--- config.mk ---
export PLATFORM = sky130hd
export DESIGN_NAME = eeprom_i2c_target
export DESIGN_NICKNAME = d
export VERILOG_FILES = /design/src/rtl/eeprom_i2c_pkg.sv /design/src/rtl/eeprom_i2c_line_sync.sv /design/src/rtl/eeprom_sda_driver.sv /design/src/rtl/eeprom_write_timer.sv /design/src/rtl/eeprom_i2c_target.sv
export SDC_FILE = /design/constraint.sdc
export NUM_CORES = 1
export LEC_CHECK = 0
export CAP_MARGIN = 5
export CORE_ASPECT_RATIO = 0.9
export CORE_UTILIZATION = 23
export CTS_BUF_LIST = sky130_fd_sc_hd__clkbuf_4
export DETAILED_ROUTE_END_ITERATION = 8
export DONT_BUFFER_PORTS = 1
export PLACE_DENSITY = 0.38
export SYNTH_ARGS = -nofsm -noshare
export SYNTH_HDL_FRONTEND = slang
export SYNTH_SLANG_ARGS = --single-unit
--- constraint.sdc ---
create_clock -name clk -period 2.65 [get_ports clk]
set_input_delay 0.53 -clock clk [delete_from_list [all_inputs] [get_ports clk]]
set_output_delay 0.53 -clock clk [all_outputs]
set_load 0.01 [all_outputs]
--- src/rtl/eeprom_i2c_pkg.sv ---
`timescale 1ns/1ps
package eeprom_i2c_pkg;
  localparam int ADDR_W = 10;
  localparam logic [3:0] DEV_TYPE = 4'b1010;

  typedef enum logic [2:0] {
    ST_IDLE,
    ST_SEL,
    ST_ADDR,
    ST_WDATA,
    ST_RDATA
  } ctl_state_t;
endpackage

--- src/rtl/eeprom_i2c_line_sync.sv ---
`timescale 1ns/1ps
module eeprom_i2c_line_sync #(
  parameter int STAGES = 2
) (
  input  logic clk,
  input  logic rst,
  input  logic scl_i,
  input  logic sda_i,
  output logic scl_s,
  output logic sda_s,
  output logic scl_rise,
  output logic scl_fall,
  output logic start_det,
  output logic stop_det
);
  logic [STAGES-1:0] scl_pipe, sda_pipe;
  logic scl_d, sda_d;

  always_ff @(posedge clk) begin
    if (rst) begin
      scl_pipe <= '1;
      sda_pipe <= '1;
      scl_d    <= 1'b1;
      sda_d    <= 1'b1;
    end else begin
      scl_pipe <= {scl_pipe[STAGES-2:0], scl_i};
      sda_pipe <= {sda_pipe[STAGES-2:0], sda_i};
      scl_d    <= scl_pipe[STAGES-1];
      sda_d    <= sda_pipe[STAGES-1];
    end
  end

  assign scl_s     = scl_pipe[STAGES-1];
  assign sda_s     = sda_pipe[STAGES-1];
  assign scl_rise  = scl_s & ~scl_d;
  assign scl_fall  = ~scl_s & scl_d;
  // data edges while the clock stays high mark bus conditions
  assign start_det = scl_s & scl_d & sda_d & ~sda_s;
  assign stop_det  = scl_s & scl_d & ~sda_d & sda_s;
endmodule

--- src/rtl/eeprom_sda_driver.sv ---
`timescale 1ns/1ps
module eeprom_sda_driver #(
  parameter int HOLD_CYCLES = 4
) (
  input  logic clk,
  input  logic rst,
  input  logic load,
  input  logic value,
  input  logic release_now,
  output logic sda_oe
);
  localparam int CW = $clog2(HOLD_CYCLES + 1);

  logic [CW-1:0] dly;
  logic          pend;

  always_ff @(posedge clk) begin
    if (rst) begin
      sda_oe <= 1'b0;
      dly    <= '0;
      pend   <= 1'b0;
    end else if (release_now) begin
      sda_oe <= 1'b0;
      dly    <= '0;
    end else if (load) begin
      pend <= value;
      dly  <= CW'(HOLD_CYCLES);
    end else if (dly != '0) begin
      dly <= dly - 1'b1;
      if (dly == CW'(1)) sda_oe <= pend;
    end
  end

  // a fresh drive request never reaches the pad on the next cycle
  a_r7_no_early_drive: assert property (@(posedge clk) disable iff (rst)
    load |=> (sda_oe == $past(sda_oe)) || !sda_oe);
endmodule

--- src/rtl/eeprom_write_timer.sv ---
`timescale 1ns/1ps
module eeprom_write_timer #(
  parameter int BUSY_CYCLES = 1250000
) (
  input  logic clk,
  input  logic rst,
  input  logic start,
  input  logic dbl,
  output logic busy
);
  localparam int CW = $clog2(2 * BUSY_CYCLES + 1);

  logic [CW-1:0] left;

  always_ff @(posedge clk) begin
    if (rst) begin
      left <= '0;
    end else if (start) begin
      left <= dbl ? CW'(2 * BUSY_CYCLES) : CW'(BUSY_CYCLES);
    end else if (left != '0) begin
      left <= left - 1'b1;
    end
  end

  assign busy = (left != '0);

  // the busy interval only ever opens on a programming request
  a_r8_busy_from_start: assert property (@(posedge clk) disable iff (rst)
    $rose(busy) |-> $past(start));
endmodule

--- src/rtl/eeprom_i2c_target.sv ---
`timescale 1ns/1ps
module eeprom_i2c_target
  import eeprom_i2c_pkg::*;
#(
  parameter int SYNC_STAGES = 2,
  parameter int HOLD_CYCLES = 4,
  parameter int BUSY_CYCLES = 1250000,
  parameter int ROW_BYTES   = 8
) (
  input  logic              clk,
  input  logic              rst,
  input  logic              scl_i,
  input  logic              sda_i,
  input  logic              chip_en,
  output logic              sda_oe,
  output logic [ADDR_W-1:0] mem_addr,
  output logic              mem_we,
  output logic [7:0]        mem_wdata,
  input  logic [7:0]        mem_rdata
);
  localparam int ROW_LSB = $clog2(ROW_BYTES);
  localparam int ROW_W   = ADDR_W - ROW_LSB;

  logic scl_s, sda_s, scl_rise, scl_fall, start_det, stop_det;
  logic busy;

  ctl_state_t        st;
  logic [3:0]        cnt;
  logic [7:0]        sh;
  logic [7:0]        tx;
  logic              rw;
  logic              ack_m;
  logic [ADDR_W-1:0] addr;
  logic              wrote;
  logic              span;
  logic [ROW_W-1:0]  first_row;
  logic              drv_load, drv_val, drv_rel;
  logic              tmr_start, tmr_dbl;

  eeprom_i2c_line_sync #(.STAGES(SYNC_STAGES)) u_sync (
    .clk(clk), .rst(rst), .scl_i(scl_i), .sda_i(sda_i),
    .scl_s(scl_s), .sda_s(sda_s), .scl_rise(scl_rise), .scl_fall(scl_fall),
    .start_det(start_det), .stop_det(stop_det)
  );

  eeprom_sda_driver #(.HOLD_CYCLES(HOLD_CYCLES)) u_drv (
    .clk(clk), .rst(rst), .load(drv_load), .value(drv_val),
    .release_now(drv_rel), .sda_oe(sda_oe)
  );

  eeprom_write_timer #(.BUSY_CYCLES(BUSY_CYCLES)) u_tmr (
    .clk(clk), .rst(rst), .start(tmr_start), .dbl(tmr_dbl), .busy(busy)
  );

  always_ff @(posedge clk) begin
    if (rst) begin
      st        <= ST_IDLE;
      cnt       <= '0;
      sh        <= '0;
      tx        <= '0;
      rw        <= 1'b0;
      ack_m     <= 1'b0;
      addr      <= '0;
      wrote     <= 1'b0;
      span      <= 1'b0;
      first_row <= '0;
      drv_load  <= 1'b0;
      drv_val   <= 1'b0;
      drv_rel   <= 1'b0;
      tmr_start <= 1'b0;
      tmr_dbl   <= 1'b0;
      mem_addr  <= '0;
      mem_we    <= 1'b0;
      mem_wdata <= '0;
    end else begin
      mem_we    <= 1'b0;
      drv_load  <= 1'b0;
      drv_rel   <= 1'b0;
      tmr_start <= 1'b0;
      mem_addr  <= addr;
      if (start_det) begin
        st      <= ST_SEL;
        cnt     <= '0;
        drv_rel <= 1'b1;
        wrote   <= 1'b0;
        span    <= 1'b0;
      end else if (stop_det) begin
        // a STOP just after the first clock of a new byte closes the write
        if (st == ST_WDATA && cnt == 4'd1 && wrote) begin
          tmr_start <= 1'b1;
          tmr_dbl   <= span;
        end
        st      <= ST_IDLE;
        cnt     <= '0;
        drv_rel <= 1'b1;
        wrote   <= 1'b0;
        span    <= 1'b0;
      end else if (st != ST_IDLE) begin
        if (scl_rise) begin
          cnt <= cnt + 1'b1;
          if (cnt < 4'd8) sh <= {sh[6:0], sda_s};
          else            ack_m <= ~sda_s;
        end else if (scl_fall) begin
          if (cnt == 4'd8) begin
            // ninth clock: acknowledge slot
            case (st)
              ST_SEL: begin
                if (sh[7:4] == DEV_TYPE && sh[3] == chip_en && !busy) begin
                  rw         <= sh[0];
                  addr[9:8]  <= sh[2:1];
                  drv_load   <= 1'b1;
                  drv_val    <= 1'b1;
                end else begin
                  st <= ST_IDLE;
                end
              end
              ST_ADDR: begin
                addr[7:0] <= sh;
                drv_load  <= 1'b1;
                drv_val   <= 1'b1;
              end
              ST_WDATA: begin
                mem_we    <= 1'b1;
                mem_wdata <= sh;
                addr      <= addr + 1'b1;
                wrote     <= 1'b1;
                if (!wrote) first_row <= addr[ADDR_W-1:ROW_LSB];
                else if (addr[ADDR_W-1:ROW_LSB] != first_row) span <= 1'b1;
                drv_load  <= 1'b1;
                drv_val   <= 1'b1;
              end
              ST_RDATA: begin
                addr     <= addr + 1'b1;
                drv_load <= 1'b1;
                drv_val  <= 1'b0;
              end
              default: ;
            endcase
          end else if (cnt == 4'd9) begin
            cnt <= '0;
            case (st)
              ST_SEL: begin
                drv_load <= 1'b1;
                if (rw) begin
                  st      <= ST_RDATA;
                  tx      <= mem_rdata;
                  drv_val <= ~mem_rdata[7];
                end else begin
                  st      <= ST_ADDR;
                  drv_val <= 1'b0;
                end
              end
              ST_ADDR: begin
                st       <= ST_WDATA;
                drv_load <= 1'b1;
                drv_val  <= 1'b0;
              end
              ST_WDATA: begin
                drv_load <= 1'b1;
                drv_val  <= 1'b0;
              end
              ST_RDATA: begin
                drv_load <= 1'b1;
                if (ack_m) begin
                  tx      <= mem_rdata;
                  drv_val <= ~mem_rdata[7];
                end else begin
                  st      <= ST_IDLE;
                  drv_val <= 1'b0;
                end
              end
              default: ;
            endcase
          end else if (st == ST_RDATA && cnt != 4'd0) begin
            tx       <= {tx[6:0], 1'b0};
            drv_load <= 1'b1;
            drv_val  <= ~tx[6];
          end
        end
      end
    end
  end

  // the target never starts pulling SDA low while SCL is high
  a_r7_drive_scl_low: assert property (@(posedge clk) disable iff (rst)
    $rose(sda_oe) |-> !scl_s);

  // every byte write is a single-cycle strobe
  a_r5_we_pulse: assert property (@(posedge clk) disable iff (rst)
    mem_we |=> !mem_we);

  // the address steps by one after each written byte
  a_r5_addr_step: assert property (@(posedge clk) disable iff (rst)
    mem_we |=> mem_addr == $past(mem_addr) + 10'd1);

  // while programming, select decoding never drives the bus
  a_r8_busy_no_ack: assert property (@(posedge clk) disable iff (rst)
    (busy && st == ST_SEL) |-> !sda_oe);
endmodule

==> summary.md, run 1 <==
| Metric | Value |
|---|---|
| Switching pwr | 1.47 mW |
| F_max | around 0.39 GHz |
| Worst path required time | 3.04 ns |
| First-pass iteration count of the detailed router | 4 |
| Vias in the first global route | roughly 3800 |
| Switching portion of total power | roughly a third |
| Mapped Avg Cell Area | 8.60 sq um |
| CP Launch Type | register |
| R2r setup slk | 0.06 ns |
| Die Footprint | 21500 sq um |
| Routed length on met3 | between 300 and 400 microns |
| Syn_nets | 586 |
| Met2 WL | 5400 microns |
| Max cap viols | 0 |
| Antenna violations before repair | 1 |
| H-tree depth | 3 |
| Final setup viols | 0 |
| Final critical-path share of the clock period | a little over nine tenths |
| DRC | 0 |
| Status | finished, final reports clean |
| Top routing layer in use | met4 |
| Aggregate routed wire length | 12300 microns |
| Largest cells by area after synthesis | dfxtp_1, nor2_1, mux2i_1 |
| Post-layout min period | 2.59 ns |
| Layout cells sized above 1 | 10.3% |
| Ys async rst share | 0% |
| Met1 wire length | 6320 microns |
| CTS tree | done |
| Maximum buffer depth of the clock tree | 2 |
| Crit path max fanout | 3 |
| P per Cell Area | a little under 800 nW/um^2 |
| DR WL/cell | 15.0 microns |
| Root buffer cell | clkbuf_4 |
| Comb pwr share | 33.7% |
| Core area | 20200 sq um |
| Crit end category | register |
| RSZ-0062 raised after global routing | yes |
| #FFs+latches synth | 100 |
| Number of I/O port buffers | 0 |
| CTS Hold Bufs | 0 |
| Largest area contributor in the netlist | dfxtp_1 |
| VDD IR max | roughly 0.27 mV |
| Register clock-pin slew on the reported worst setup and hold paths | 0.16 ns |
| Slew HR | 26.3% |
| Hold WS | 0.113 ns |
| Final Hold Violating Endpoints | 0 |
| Min-Delay Path Class | input pin to register |
| HPWL Detailed | between 8000 and 9000 microns |
| Fin nets | 585 |
| I/O pins | 33 |
| Pint | 2.74 mW |
| Die span in x | 154 microns |
| Detailed Route Iter0 Violations | 214 |
| Ys Warns | 0 |
| Vias | 3877 |
| Global-route wire length before repair | 20300 microns |
| Fin. max-slew vios | 0 |
| Largest net degree at the start of global routing | 76 |
| Post-synth top area share | about two fifths |
| Vias per cell | approximately 4.7 |
| Skew-Pair Late Insertion Delay | 0.48 ns |
| GRT Total Usage | 12.1% |
| Worst-margin pin slew | 1.10 ns |
| # clock sinks | 100 |
| Sequential area share after synthesis | a little over two fifths |
| Worst slack at placement | approximately 0.038 ns |
| Initial Util | 23.7% |
| Syn Inst Count | around 560 |
| FILL cells | 2195 |
| Leak | 1.82 nW |
| Row count | 49 |
| Area Growth Syn to Fin | 10.7% |
| Post-synth EDFFs | 0 |
| Kind of critical path | register to register |
| Count of cell types in the netlist | 59 |
| Worst Slack Setup Final | roughly 0.06 ns |
| Num CTS Buffers | 9 |
| Sequential Power Share | a little over two fifths |
| Post-route ant nets | 0 |
| Global route overflow | 0 |
| Gpl congestion | 0.811 |
| Cell Area, Synth | 4800 sq um |
| Final Skew | 0.0165 ns |
| Worst Path Arrival | 2.98 ns |
| Top FF cell, synth | dfxtp_1 |
| Clock share of power | 22.7% |
| Die height | between 100 and 150 microns |
[state kept, by name, indices dropped and copies added (netlist names), 2 cells and up]
register,count
addr,10
cnt,4
first_row,7
mem_addr,10
mem_wdata,8
sh,8
st,3
tx,7
u_drv.dly,3
u_sync.scl_pipe,2
u_sync.sda_pipe,2
u_tmr.left,22
[power groups by stage]
stage	combinational (mW)	sequential, mW	clock (mW)
floorplan	1.07	1.83	0
CTS	1.41	1.83	1.00
detailed placement	1.40	1.86	0
global route	1.58	1.86	1.06
global placement	1.37	1.86	0
finish	1.42	1.84	0.956
[metal layers]
| metal | GRT usage (%) | vias to the layer above |
|---|---|---|
| met5 | 0 | - |
| met4 | 5.16 | 0 |
| met3 | 2.25 | 15 |
| met2 | 18.5 | 44 |
| met1 | 16.5 | 1865 |
| li1 | - | 1953 |
[Yosys cell counts, drive strengths merged, types with 4 or more instances]
library cell,n
a211oi,5
a21boi,5
a21oi,24
a22oi,6
a311oi,6
a31oi,6
and2,5
and3,6
clkbuf,25
dfxtp,100
ha,14
inv,20
mux2i,31
nand2,36
nand2b,9
nand3,16
nand4,5
nor2,85
nor2b,14
nor3,16
nor3b,5
nor4,11
nor4b,4
o21ai,16
o21bai,4
o31ai,6
or2,9
or3,9
or4,5
xnor2,16
xor2,12
[logic make-up after synthesis]
| kind of cell | after synthesis | share of synthesized area, % |
|---|---|---|
| simple gates | 243 | 25.9 |
| compound gates | 95 | 13.2 |
| fa+ha+maj | 14 | 3.65 |
| xor+xnor | 28 | 5.10 |
| buf+inv | 48 | 4.06 |
| flops | 100 | 41.7 |
| mux | 31 | 6.46 |
[final timing paths]
| path | start | to | cells past startpoint |
|---|---|---|---|
| worst max-delay path | u_tmr.left[13] | addr[8] | 6 |
| worst min-delay path | rst | u_tmr.left[7] | 1 |
| worst max register to register | u_tmr.left[13] | addr[8] | 6 |
| worst min register to register | u_sync.sda_pipe[0] | u_sync.sda_pipe[1] | 1 |
[repair_timing]
item,CTS,global route
resized for setup,0,6
endpoints found under the setup margin,0,7
setup buffers,0,0
[critical path: stages (launching register included)]
cell	delay, ns
dfxtp_1	0.35
or3_4	0.39
or3_4	0.35
or4_4	0.53
o21a_1	0.22
or3_1	0.38
o32ai_1	0.28
[placed cells by master, fill, tap and decap left out, drive strengths merged, types with 11 or more instances in the layout]
cell type / synthesis / final
nand2: 36 / 36
nand3: 16 / 16
xnor2: 16 / 16
nor2b: 14 / 14
inv: 20 / 21
a21oi: 24 / 24
buf: 3 / 16
clkbuf: 25 / 11
mux2i: 31 / 31
ha: 14 / 14
nor4: 11 / 11
nor3: 16 / 16
xor2: 12 / 12
dfxtp: 100 / 100
nor2: 85 / 85
o21ai: 16 / 16
[layout make-up]
type	instances	area, sq um	share of cell area (%)
Multi-Input combinational cell	411	2630	49.4
Sequential cell	100	2000	37.7
Tap cell	255	319	6.00
Timing Repair Buffer	16	120	2.26
Clock inverter	5	83.8	1.58
Clock buffer	11	82.6	1.55
Inverter	20	75.1	1.41
Antenna cell	2	5.00	0.0941
[metrics by stage]
| step | power (mW) | setup TNS [ns] | cell area (sq um) | cells | utilization [%] |
|---|---|---|---|---|---|
| 2_1_floorplan | 2.90 | 0 | 4800 | 559 | - |
| 3_3_place_gp | 3.23 | 0 | 5130 | 802 | 25.4 |
| 3_5_place_dp | 3.26 | 0 | 5130 | 802 | 25.4 |
| 4_1_cts | 4.24 | 0 | 5300 | 818 | 26.2 |
| 5_1_grt | 4.50 | -0.0233 | 5320 | 820 | 26.3 |
| 6_report | 4.21 | 0 | 5320 | 820 | 26.3 |
Note: power is estimated with default switching activity, not from simulation.
==> run 2: changes to the inputs <==
- CAP_MARGIN: 5 -> unset
- GPL_TIMING_DRIVEN: unset -> 0
==> run 2 against run 1 <==
  * Sequential share of layout area down 0.89 points
  * Clock power down 6.1%
  * Clock-buffer cell count fell by 2
  * Largest power group unchanged
==> summary.md, run 2 (same netlist as run 1, synthesis figures left out) <==
| Metric | Value |
|---|---|
| Status | finished, final reports clean |
| Vias per cell | 4.83 (+2.1%) |
| Worst-margin pin slew | 1.07 ns (-0.0257 ns) |
| Gpl congestion | 0.798 (-1.6%) |
| Commonest non-fill, non-tap cell in the layout | dfxtp_1 |
| Comb pwr share | 34.3% (+0.6 points) |
| Root buffer cell | clkbuf_4 |
| Multi-input gate area | 2740 sq um (+4.2%) |
| Crit path max fanout | 3 (unchanged) |
| Cell Count, Final, Fillers Out | 835 (+1.8%) |
| Switching pwr | 1.57 mW (+6.9%) |
| Num CTS Buffers | 9 (unchanged) |
| Die span in x | 154 microns (unchanged) |
| Layout cells sized above 1 | 10.7% (+0.42 points) |
| Area Growth Syn to Fin | 13.6% |
| F_max | 0.380 GHz (-1.5%) |
| Die Footprint | 21500 sq um (unchanged) |
| Register clock-pin slew on the reported worst setup and hold paths | 0.17 ns (about the same) |
| Core area | 20200 sq um (unchanged) |
| Worst path required time | 3.06 ns (+0.02 ns) |
| Slew HR | 28.1% (+1.7 points) |
| Sequential Power Share | 44.5% (+0.9 points) |
| CTS tree | done |
| Global route overflow | 0 (unchanged) |
| Largest net degree at the start of global routing | 19 (-75%) |
| Max cap viols | 0 (unchanged) |
| Global-route wire length before repair | 21200 microns (+4.8%) |
| Initial Util | 23.7% (unchanged) |
| I/O pins | 33 (unchanged) |
| Die height | 139 microns (unchanged) |
| Leak | 1.84 nW (+1.0%) |
| Largest regs | u_tmr.left: 22 flops, addr: 10 flops, mem_addr: 10 flops |
| First-pass iteration count of the detailed router | 5 (+1) |
| Vias in the first global route | 3892 (+1.1%) |
| CP Launch Type | register |
| Row count | 49 (unchanged) |
| Post-route ant nets | 0 (unchanged) |
| RSZ-0062 raised after global routing | no |
| H-tree depth | 3 (unchanged) |
| # clock sinks | 100 (unchanged) |
| Vias | 4030 (+3.9%) |
| P per Cell Area | 774 nW/um^2 (-2.2%) |
| WHS Path Cells | 1 (unchanged) |
| Fin. max-slew vios | 0 (unchanged) |
| Antenna violations before repair | 1 (unchanged) |
| Crit end category | register |
| Maximum buffer depth of the clock tree | 2 (unchanged) |
| Placed Instances | 814 (+1.5%) |
| HPWL Detailed | 9390 microns (+9.6%) |
| Max FFs per register | 22 (unchanged) |
| Final setup viols | 0 (unchanged) |
| Largest reg by FF count | u_tmr.left |
| Final instance area | 5460 sq um (+2.6%) |
| Hold WS | 0.120 ns (+0.00706 ns) |
| Reg-to-reg critical path endpoint | addr[9] |
| VDD IR max | 0.266 mV (-1.4%) |
| Final Power | 4.23 mW (+0.38%) |
| Final Skew | 0.0192 ns (+0.00267 ns) |
| Post-layout min period | 2.63 ns (+0.0394 ns) |
| Pint | 2.65 mW (-3.1%) |
| Number of I/O port buffers | 0 (unchanged) |
| Aggregate routed wire length | 13300 microns (+8.2%) |
| Final critical-path share of the clock period | 99.2% (+1.5 points) |
| Area post-placement | 5120 sq um (-0.19%) |
| Commonest cells after routing, fill and taps aside | dfxtp_1, nor2_1, nand2_1 |
| Worst Path Arrival | 3.03 ns (+0.05 ns) |
| Kind of critical path | register to register |
| Min-Delay Path Class | input pin to register |
| Detailed Route Iter0 Violations | 349 (+63%) |
| FF/Latch Area | 2010 sq um (+0.19%) |
| GRT Total Usage | 12.7% (+0.66 points) |
| R2r setup slk | 0.02 ns (-0.04 ns) |
| Hold path startpoint | sda_i |
| Skew-Pair Late Insertion Delay | 0.50 ns (+0.02 ns) |
| Hold endpoint | u_sync.sda_pipe[0] |
| Clock share of power | 21.3% (-1.4 points) |
| Reg2Reg Launch Point | u_tmr.left[13] |
| Switching portion of total power | 37.3% (+2.3 points) |
| Final Hold Violating Endpoints | 0 (unchanged) |
| Worst reg-to-reg path cell count | 6 (unchanged) |
| DRC | 0 (unchanged) |
| Fin nets | 600 (+2.6%) |
| FILL cells | 2209 (+0.64%) |
| DR WL/cell | 15.9 microns (+6.3%) |
-- run 2: changes by cell type in the layout (fill, tap and decap cells not counted), moves of 2 or more --
cell and change:
clkbuf_2 +2, o32ai_2 +3, clkbuf_4 -2, nor4_4 +3, clkbuf_1 +20, nor4b_2 -2
nor4_1 -3, buf_4 -10, o32ai_1 -3
-- run 2: routing by layer --
layer  wire, microns  track usage (%)  up-vias
met5               0                0        -
met4             218             3.96        0
met3             620             3.53       16
met2            5960             19.8       90
met1            6470             17.0     1934
li1                -                -     1990
-- run 2: power groups by stage --
stage | logic, mW | registers [mW] | clock network [mW]
2_1_floorplan | 1.07 | 1.83 | 0
4_1_cts | 1.38 | 1.86 | 0.945
6_report | 1.45 | 1.88 | 0.898
3_5_place_dp | 1.32 | 1.87 | 0
5_1_grt | 1.62 | 1.91 | 1.00
3_3_place_gp | 1.32 | 1.87 | 0
-- run 2: how the worst max path moves through the flow --
stage,from,endpoint,slack (ns),depth (start not counted)
2_1_floorplan,u_tmr.left[13],addr[8],0.10,7
3_3_place_gp,u_tmr.left[8],addr[9],-0.26,7
3_5_place_dp,u_tmr.left[9],addr[8],-0.27,7
4_1_cts,cnt[3],first_row[6],0.03,7
5_1_grt,u_tmr.left[13],addr[9],0.004,6
6_report,u_tmr.left[13],addr[9],0.02,6
-- run 2: final cells by class --
| class | count | share of cell area [%] |
|---|---|---|
| sequential | 100 | 36.8 |
| clock buffer | 9 | 1.24 |
| timing repair buffer | 5 | 0.688 |
| buffer | 26 | 2.22 |
| clock inverter | 7 | 1.56 |
| antenna | 2 | 0.0917 |
| tap | 255 | 5.85 |
| multi-input combinational | 411 | 50.2 |
| inverter | 20 | 1.38 |
-- run 2: repair_timing --
| item | 4_1_cts | 5_1_grt |
|---|---|---|
| endpoints found under the setup margin | 16 | 28 |
| pin swaps | 5 | 3 |
| hold buffers | 0 | 0 |
| buffers inserted | 2 | 3 |
| resized for setup | 20 | 16 |
-- run 2: stage by stage --
step	utilization [%]	worst slack, ns	setup TNS, ns
2_1_floorplan	-	0.102	0
3_3_place_gp	25.3	-0.257	-0.962
3_5_place_dp	25.3	-0.269	-1.21
4_1_cts	26.7	0.0256	0
5_1_grt	27.0	0.00411	0
6_report	27.0	0.0215	0
-- run 2: worst max-delay path: stages, from the launching register on --
cell	delay, ns
dfxtp_4	0.38
or3_4	0.39
or3_4	0.35
or4_4	0.54
o21a_4	0.26
or3_4	0.35
o32ai_2	0.26
==> run 3: changes to the inputs <==
- RECOVER_POWER: unset -> 100
==> run 3 against run 2 <==
  * Routed wire length down 0.52%
  * Hold slack worse by 0.00053 ns
  * Clock-buffer cell count unchanged
  * First-iteration DRC count up 1.7%
  * Critical path type unchanged
  * Highest routed layer unchanged
==> summary.md, run 3 (same netlist as run 1, synthesis figures left out) <==
| Metric | Value |
|---|---|
| Status | finished, final reports clean |
| HPWL Detailed | 9390 microns (unchanged) |
| Final Skew | 0.0193 ns (+0.000137 ns) |
| Worst slack at placement | -0.269 ns (unchanged) |
| Worst reg-to-reg path cell count | 6 (unchanged) |
| Skew-Pair Late Insertion Delay | 0.50 ns (about the same) |
| Worst path most repeated cell | or3_4 |
| Kind of critical path | register to register |
| F_max | 0.381 GHz (about the same) |
| Final setup viols | 0 (unchanged) |
| Fin nets | 600 (unchanged) |
| Die Footprint | 21500 sq um (unchanged) |
| Post-layout min period | 2.63 ns (-0.00123 ns) |
| Gpl congestion | 0.798 (unchanged) |
| Initial Util | 23.7% (unchanged) |
| Final critical-path share of the clock period | 99.1% (about the same) |
| DRC | 0 (unchanged) |
| WHS Path Cells | 1 (unchanged) |
| Fin. max-slew vios | 0 (unchanged) |
| VDD IR max | 0.266 mV (about the same) |
| Max FFs per register | 22 (unchanged) |
| I/O pins | 33 (unchanged) |
| Final Power | 4.22 mW (about the same) |
| Worst path required time | 3.05 ns (about the same) |
| FILL cells | 2211 (+0.091%) |
| Vias | 4018 (-0.30%) |
| Final Hold Violating Endpoints | 0 (unchanged) |
| CTS Hold Bufs | 0 (unchanged) |
| P per Cell Area | 775 nW/um^2 (about the same) |
| Commonest cells after routing, fill and taps aside | dfxtp_1, nor2_1, nand2_1 |
| Largest net degree at the start of global routing | 19 (unchanged) |
| # clock sinks | 100 (unchanged) |
| Crit path max fanout | 3 (unchanged) |
| Die height | 139 microns (unchanged) |
| Final instance area | 5450 sq um (-0.11%) |
| Worst Slack Setup Final | 0.0227 ns (+0.00123 ns) |
| Largest regs | u_tmr.left: 22 flops, addr: 10 flops, mem_addr: 10 flops |
| Worst-margin pin slew | 1.03 ns (-0.0414 ns) |
| Core area | 20200 sq um (unchanged) |
| Layout cells sized above 1 | 10.4% (-0.35 points) |
| Number of I/O port buffers | 0 (unchanged) |
| Maximum buffer depth of the clock tree | 2 (unchanged) |
| Vias per cell | 4.81 (-0.30%) |
| CTS tree | done |
| RSZ-0062 raised after global routing | no |
| Min-Delay Path Class | input pin to register |
| Top delay family on crit path | simple AND/OR/NAND/NOR gates |
| Root buffer cell | clkbuf_4 |
| Crit path depth | 6 (unchanged) |
| GRT Total Usage | 12.7% (unchanged) |
| Setup TNS | 0 ns (unchanged) |
| Final design utilization | 26.9% (-0.031 points) |
| Global-route wire length before repair | 21200 microns (unchanged) |
| Max cap viols | 0 (unchanged) |
| Detailed Route Iter0 Violations | 355 (+1.7%) |
| Crit path largest cell delay | 0.54 ns (about the same) |
| Commonest non-fill, non-tap cell in the layout | dfxtp_1 |
| Register clock-pin slew on the reported worst setup and hold paths | 0.18 ns (about the same) |
| CP Launch Type | register |
| Global route overflow | 0 (unchanged) |
| Buffers plus inverters on the worst setup path | 0 (unchanged) |
| Post-route ant nets | 0 (unchanged) |
| Worst Path Arrival | 3.03 ns (about the same) |
| Antenna violations before repair | 1 (unchanged) |
| Row count | 49 (unchanged) |
| Num CTS Buffers | 9 (unchanged) |
| Hold WS | 0.119 ns (-0.000531 ns) |
| Crit end category | register |
| Critical-path top delay cell | or4_4 |
| Leak | 1.84 nW (-0.37%) |
| Vias in the first global route | 3892 (unchanged) |
| Area Growth Syn to Fin | 13.5% |
| Aggregate routed wire length | 13200 microns (-0.52%) |
| Die span in x | 154 microns (unchanged) |
| DR WL/cell | 15.8 microns (-0.52%) |
| H-tree depth | 3 (unchanged) |
| Largest reg by FF count | u_tmr.left |
| Crit-path cells | or3_4, or3_4, or4_4, o21a_4, or3_4, o32ai_2 |
| Slew HR | 30.9% (+2.8 points) |
| Placed Instances | 814 (unchanged) |
| First-pass iteration count of the detailed router | 4 (-1) |
| Cell Count, Final, Fillers Out | 835 (unchanged) |
| Area post-placement | 5120 sq um (unchanged) |
==> run 3: cell types whose count changed in the layout (fill, tap and decap cells not counted), sizes merged <==
cell,change
buf,-3
clkbuf,+3
==> run 3: final timing paths <==
kind	from	endpoint	slack (ns)
worst max register to register	u_tmr.left[13]	addr[9]	0.02
worst max-delay path	u_tmr.left[13]	addr[9]	0.02
worst min register to register	u_sync.scl_pipe[0]	u_sync.scl_pipe[1]	0.43
worst min-delay path	sda_i	u_sync.sda_pipe[0]	0.12
==> run 3: layer usage <==
metal / wire length (microns) / GRT usage (%)
met1: 6420 / 17.0
met3: 608 / 3.53
met5: 0 / 0
met4: 230 / 3.96
met2: 5940 / 19.8
==> run 3: what timing repair did <==
item	4_1_cts	5_1_grt
setup buffers	2	3
gates resized for setup	20	16
setup endpoints to repair	16	28
gates cloned	0	0
pin swaps	5	3
==> run 3: cell type report <==
| class | count | area (sq um) | area share (%) |
|---|---|---|---|
| Clock buffer | 9 | 67.6 | 1.24 |
| Buffer | 26 | 118 | 2.16 |
| Clock inverter | 7 | 85.1 | 1.56 |
| Antenna cell | 2 | 5.00 | 0.0918 |
| Sequential cell | 100 | 2010 | 36.8 |
| Inverter | 20 | 75.1 | 1.38 |
| Multi-Input combinational cell | 411 | 2740 | 50.3 |
| Tap cell | 255 | 319 | 5.85 |
| Timing Repair Buffer | 5 | 35.0 | 0.643 |
==> run 3: power by group <==
group	switching (mW)	internal (mW)
Clock	0.597	0.302
Sequential	0.193	1.68
Combinational	0.783	0.665
Total	1.57	2.65
